### config.mk
export PLATFORM = sky130hd
export DESIGN_NAME = cnu_minsum
export DESIGN_NICKNAME = d
export VERILOG_FILES = /design/src/rtl/cnu_pkg.sv /design/src/rtl/cnu_lane_prep.sv /design/src/rtl/cnu_min_track.sv /design/src/rtl/cnu_reply.sv /design/src/rtl/cnu_minsum.sv
export SDC_FILE = /design/constraint.sdc
export NUM_CORES = 1
export LEC_CHECK = 0
export BUFFER_PORTS_ARGS = -buffer_cell sky130_fd_sc_hd__buf_2
export CORE_MARGIN = 2
export CORE_UTILIZATION = 55
export CTS_CLUSTER_DIAMETER = 100
export CTS_CLUSTER_SIZE = 24
export DETAILED_ROUTE_END_ITERATION = 8
export GPL_TIMING_DRIVEN = 0
export PLACE_DENSITY = 0.75
export SLEW_MARGIN = 15
export SYNTH_ARGS = -nofsm -noshare
export SYNTH_HDL_FRONTEND = slang
export SYNTH_SLANG_ARGS = --single-unit
### constraint.sdc
create_clock -name clk -period 20.4 [get_ports clk]
set_input_delay 2.04 -clock clk [delete_from_list [all_inputs] [get_ports clk]]
set_output_delay 2.04 -clock clk [all_outputs]
set_load 0.05 [all_outputs]
### src/rtl/cnu_pkg.sv
package cnu_pkg;
  localparam int LLR_W = 8;
  localparam int MAG_W = LLR_W - 1;

  typedef logic signed [LLR_W-1:0] llr_t;
  typedef logic [MAG_W-1:0]        mag_t;

  localparam mag_t MAG_MAX = '1;

  // magnitude of a message, the most negative code clipped to MAG_MAX
  function automatic mag_t sat_abs(input llr_t v);
    llr_t neg;
    neg = -v;
    if (!v[LLR_W-1])              return v[MAG_W-1:0];
    else if (v[MAG_W-1:0] == '0)  return MAG_MAX;
    else                          return neg[MAG_W-1:0];
  endfunction

  // rebuild a signed message from a magnitude and a sign
  function automatic llr_t with_sign(input mag_t m, input logic s);
    llr_t p;
    p = {1'b0, m};
    return s ? -p : p;
  endfunction
endpackage

### src/rtl/cnu_lane_prep.sv
module cnu_lane_prep
  import cnu_pkg::*;
#(
  parameter int MAX_DEG = 8,
  localparam int DEG_W  = $clog2(MAX_DEG + 1)
) (
  input  logic [MAX_DEG*LLR_W-1:0] llr_flat,
  input  logic [DEG_W-1:0]         deg,
  output logic [MAX_DEG*MAG_W-1:0] mag_flat,
  output logic [MAX_DEG-1:0]       sgn,
  output logic [MAX_DEG-1:0]       act
);
  for (genvar i = 0; i < MAX_DEG; i++) begin : g_lane
    llr_t v;
    assign v      = llr_flat[i*LLR_W +: LLR_W];
    assign act[i] = DEG_W'(i) < deg;
    assign sgn[i] = act[i] & v[LLR_W-1];
    assign mag_flat[i*MAG_W +: MAG_W] = act[i] ? sat_abs(v) : '0;
  end
endmodule

### src/rtl/cnu_min_track.sv
module cnu_min_track
  import cnu_pkg::*;
#(
  parameter int MAX_DEG = 8,
  localparam int IDX_W  = $clog2(MAX_DEG)
) (
  input  logic [MAX_DEG*MAG_W-1:0] mag_flat,
  input  logic [MAX_DEG-1:0]       sgn,
  input  logic [MAX_DEG-1:0]       act,
  output mag_t                     min1,
  output mag_t                     min2,
  output logic [IDX_W-1:0]         idx,
  output logic                     sxor
);
  always_comb begin
    mag_t m;
    min1 = MAG_MAX;
    min2 = MAG_MAX;
    idx  = '0;
    sxor = ^sgn;
    for (int i = 0; i < MAX_DEG; i++) begin
      m = mag_flat[i*MAG_W +: MAG_W];
      if (act[i]) begin
        if (m < min1) begin
          min2 = min1;
          min1 = m;
          idx  = IDX_W'(i);
        end else if (m < min2) begin
          min2 = m;
        end
      end
    end
  end
endmodule

### src/rtl/cnu_reply.sv
module cnu_reply
  import cnu_pkg::*;
#(
  parameter int MAX_DEG = 8,
  localparam int IDX_W  = $clog2(MAX_DEG)
) (
  input  mag_t                     min1,
  input  mag_t                     min2,
  input  logic [IDX_W-1:0]         idx,
  input  logic                     sxor,
  input  logic [MAX_DEG-1:0]       sgn,
  input  logic [MAX_DEG-1:0]       act,
  output logic [MAX_DEG*LLR_W-1:0] msg_flat
);
  for (genvar i = 0; i < MAX_DEG; i++) begin : g_out
    mag_t ext_mag;
    logic ext_sgn;
    assign ext_mag = (idx == IDX_W'(i)) ? min2 : min1;
    assign ext_sgn = sxor ^ sgn[i];
    assign msg_flat[i*LLR_W +: LLR_W] = act[i] ? with_sign(ext_mag, ext_sgn) : '0;
  end
endmodule

### src/rtl/cnu_minsum.sv
module cnu_minsum
  import cnu_pkg::*;
#(
  parameter int MAX_DEG = 8,
  localparam int DEG_W  = $clog2(MAX_DEG + 1),
  localparam int IDX_W  = $clog2(MAX_DEG),
  localparam int VEC_W  = MAX_DEG * LLR_W
) (
  input  logic             clk,
  input  logic             rst_n,
  input  logic             start,
  input  logic [DEG_W-1:0] degree,
  input  logic [VEC_W-1:0] llr_in,
  output logic [VEC_W-1:0] msg_out,
  output logic             parity_ok,
  output logic             done
);
  // stage 1: capture request
  logic             s1_vld;
  logic [DEG_W-1:0] s1_deg;
  logic [VEC_W-1:0] s1_llr;

  always_ff @(posedge clk or negedge rst_n) begin
    if (!rst_n) begin
      s1_vld <= 1'b0;
      s1_deg <= '0;
      s1_llr <= '0;
    end else begin
      s1_vld <= start;
      if (start) begin
        s1_deg <= degree;
        s1_llr <= llr_in;
      end
    end
  end

  // named internal events
  logic [MAX_DEG*MAG_W-1:0] mag_flat;
  logic [MAX_DEG-1:0]       sgn, act;
  mag_t                     min1, min2;
  logic [IDX_W-1:0]         min_idx;
  logic                     sxor;
  logic [VEC_W-1:0]         reply;

  cnu_lane_prep #(.MAX_DEG(MAX_DEG)) u_prep (
    .llr_flat(s1_llr), .deg(s1_deg),
    .mag_flat(mag_flat), .sgn(sgn), .act(act)
  );

  cnu_min_track #(.MAX_DEG(MAX_DEG)) u_track (
    .mag_flat(mag_flat), .sgn(sgn), .act(act),
    .min1(min1), .min2(min2), .idx(min_idx), .sxor(sxor)
  );

  cnu_reply #(.MAX_DEG(MAX_DEG)) u_reply (
    .min1(min1), .min2(min2), .idx(min_idx), .sxor(sxor),
    .sgn(sgn), .act(act), .msg_flat(reply)
  );

  // stage 2: result registers
  always_ff @(posedge clk or negedge rst_n) begin
    if (!rst_n) begin
      done      <= 1'b0;
      msg_out   <= '0;
      parity_ok <= 1'b0;
    end else begin
      done <= s1_vld;
      if (s1_vld) begin
        msg_out   <= reply;
        parity_ok <= ~sxor;
      end
    end
  end

  // ---------------- assertions ----------------
  logic [VEC_W-1:0]   act_wide;
  logic [MAX_DEG-1:0] lane_is_full_neg;
  for (genvar i = 0; i < MAX_DEG; i++) begin : g_chk
    assign act_wide[i*LLR_W +: LLR_W] = {LLR_W{act[i]}};
    assign lane_is_full_neg[i] = (msg_out[i*LLR_W +: LLR_W] == {1'b1, {MAG_W{1'b0}}});
  end

  assert_start_capture_R7: assert property (@(posedge clk) disable iff (!rst_n)
    start |=> s1_vld);
  assert_done_after_capture_R9: assert property (@(posedge clk) disable iff (!rst_n)
    s1_vld |=> done);
  assert_no_spurious_done_R7: assert property (@(posedge clk) disable iff (!rst_n)
    !s1_vld |=> !done);
  assert_hold_between_R7: assert property (@(posedge clk) disable iff (!rst_n)
    !s1_vld |=> ($stable(msg_out) && $stable(parity_ok)));
  assert_min_order_R1: assert property (@(posedge clk) disable iff (!rst_n)
    s1_vld |-> (min1 <= min2));
  assert_min_idx_attached_R3: assert property (@(posedge clk) disable iff (!rst_n)
    (s1_vld && (|act)) |-> act[min_idx]);
  assert_idle_lanes_zero_R6: assert property (@(posedge clk) disable iff (!rst_n)
    s1_vld |=> ((msg_out & ~$past(act_wide)) == '0));
  assert_no_overflow_R4: assert property (@(posedge clk) disable iff (!rst_n)
    done |-> (lane_is_full_neg == '0));
endmodule

==> results.py <==
metrics = {
    "floorplan": {
        "start_util_pct": 55.8,
        "rows": 56,
        "ios": 137,
        "die-area_um2": 25000,
        "die_w_um": 158,
        "die_h_um": 158,
        "core_um2": 23400,
    },
    "clock_tree": {
        "clock_latency_ps": 450,
        "htree_levels": 4,
        "clk_path_buf_depth": 2,
        "clk_pin_slew_worst_paths_ps": 70,
        "cts_buffers": 17,
        "ctsHoldBuffers": 0,
        "clockRootBuffer": "clkbuf_16",
        "clock-sinks": 135,
        "cts-resized-gates": 1,
        "cts_tree": "built",
        "post_cts_buffers": 0,
    },
    "min_path": {
        "hold_class": "reg -> reg",
        "hold_start": "s1_vld$_DFF_PN0_",
    },
    "final_layout": {
        "fillCellCount": 2174,
        "diodes": 0,
        "area_delta_synth_final_pct": 13.5,
        "drive_gt1_share_pct": 17.4,
        "final_nets": 1928,
    },
    "synthesis": {
        "synth_area_um2": 13100,
        "post_synth_num_cell_types": 104,
        "synth_edf_count": 0,
        "syn_nets": 1773,
        "synth_top_area_share_pct": 25.9,
        "syn_avg_cell_area_um2": 8.02,
        "syn_inst": 1628,
        "yosys_most_used_dff": "dfrtp_1",
        "yosys-top-cells-area": "dfrtp_1 26%, ha_1 7.1%, nand2_1 5.7%",
        "synth_largest_area_cell": "dfrtp_1",
        "yosysSeqAreaShare_pct": 25.9,
        "synth_warnings": 0,
        "synthArstFlopShare_pct": 100,
        "ys_seq_elements": 135,
    },
    "route": {
        "ant_nets": 0,
        "vias": 13600,
        "wl_per_cell_um": 20.7,
        "drc_errors": 0,
        "dr.first_iter.drc_count": 1422,
        "via_per_inst": 6.42,
        "wl_um": 43700,
        "first_pass_iters": 6,
    },
    "place": {
        "routabilityCongestion": 0.970,
        "portBuffers": 136,
        "dpl.hpwl_um": 33400,
        "place_ws_ps": 151,
    },
    "timing": {
        "fin_ws_ps": 936,
        "finalSetupTns_ps": 0,
        "skew_ps": 14.2,
        "fin_crit_ps": 19460,
        "rsz0062_at_grt": "false",
        "worst_pin_slew_ps": 1140,
        "post-route-period-util_pct": 95.4,
        "slew_headroom_pct": 23.2,
        "max_freq_mhz": 51.4,
        "maxSlewViolCount": 0,
        "final_hold_viol_count": 0,
        "setup_viol": 0,
    },
    "critical_path": {
        "cpPeakStageDelay_ps": 520,
        "critPathMostFrequentCell": "a21oi_1",
        "worstPathArrival_ps": 19760,
        "crit_fanout": 10,
        "cp.required_ps": 20690,
        "regToRegStartpoint": "s1_deg[1]$_DFFE_PN0P_",
        "worstSetupPathType": "reg -> reg",
        "startpoint": "s1_deg[1]$_DFFE_PN0P_",
        "cp-end-kind": "register",
        "start_kind": "register",
        "critical-path-slowest-cell": "a221oi_1",
    },
    "global_route": {
        "grt_max_degree": 92,
        "grt_use_total_pct": 34.8,
        "first_global_vias": 12500,
        "antenna_found_initial": 0,
        "grt_first_pass_wirelength_um": 67700,
        "overflow": 0,
    },
    "outcome": {
        "outcome": "finished clean",
    },
    "flow_run": {
        "drv_cap": 0,
    },
}
[registers in the layout, summed over array words and instances, names as in the netlist]
register	count
msg_out	64
done	1
parity_ok	1
s1_deg	4
s1_llr	64
s1_vld	1
[path summary, 6_finish.rpt]
path / to / slack, ps / depth (start not counted)
min in group asynchronous: s1_llr[12]$_DFFE_PN0P_ / 1470 / 1
setup reg to reg: msg_out[7]$_DFFE_PN0P_ / 940 / 76
hold reg to reg: done$_DFF_PN0_ / 390 / 0
setup / recovery: msg_out[7]$_DFFE_PN0P_ / 940 / 76
max in group asynchronous: s1_llr[57]$_DFFE_PN0P_ / 18170 / 2
hold / removal: done$_DFF_PN0_ / 390 / 0
[cell type report]
class | count | area [µm²] | area share, %
clock inverters | 14 | 135 | 0.912
well taps | 319 | 399 | 2.69
flip-flops and latches | 135 | 3380 | 22.8
plain buffers | 75 | 297 | 2.00
clock buffers | 18 | 429 | 2.90
repair buffers | 137 | 718 | 4.85
inverters | 67 | 251 | 1.70
multi-input cells | 1350 | 9210 | 62.2
[per-layer routing]
layer | track usage, % | vias up | share of wire, %
li1 | - | 6329 | -
met1 | 48.2 | 6407 | 43
met2 | 54.3 | 717 | 44
met3 | 6.49 | 117 | 9.4
met4 | 12.5 | 0 | 3.4
met5 | 0 | - | 0
[cell usage after synthesis, types with 15 or more instances]
master,instances
dfrtp_1,135
o31ai_1,18
and2_1,19
mux2_2,62
o211ai_1,15
nor2_1,155
ha_1,74
mux2i_1,32
and3_1,16
nand2_1,199
a211oi_1,16
o21ai_0,103
nand3_1,40
xnor2_1,45
a21o_1,24
nor3_1,26
xor2_1,44
inv_1,67
o2bb2ai_1,36
clkbuf_1,63
a21oi_1,132
[per-stage QoR]
step	cells	area, µm²	util, %	hold slack, ps
floorplan	1628	13100	-	352
global placement	2083	14100	60.4	362
detailed placement	2084	14200	60.6	367
CTS	2116	14700	63.0	383
global route	2115	14800	63.3	394
finish	2115	14800	63.3	385
[logic make-up after synthesis]
| family | Yosys count | share of synthesized area (%) |
|---|---|---|
| adders and majority gates | 75 | 7.18 |
| buffers and inverters | 143 | 4.18 |
| xor gates and xnor gates | 89 | 5.97 |
| AOI/OAI and AO/OA | 532 | 28.7 |
| muxes | 95 | 7.92 |
| DFF | 135 | 25.9 |
| and+or+nand+nor | 559 | 20.1 |
[placed cells by master (no fill, tap or decap), types with 40 or more instances in the layout]
cell type	count
clkbuf_1	58
xor2_1	44
dfrtp_1	135
a21oi_1	129
mux2_2	62
inv_1	67
ha_1	74
nand3_1	40
nand2_1	199
xnor2_1	45
o21ai_0	101
buf_2	142
nor2_1	155
[worst max-delay path, delay by kind of cell (launching register included)]
family | cells | cell delay [ps]
AO/OA/AOI/OAI | 39 | 9570
adder cells (fa/ha/maj) | 7 | 2350
buffers and inverters | 8 | 2080
flip-flops | 1 | 360
AND/OR/NAND/NOR | 22 | 4920
Power is not shown: default switching activity piles up to over one toggle a cycle in this logic, so the estimate is an artifact.
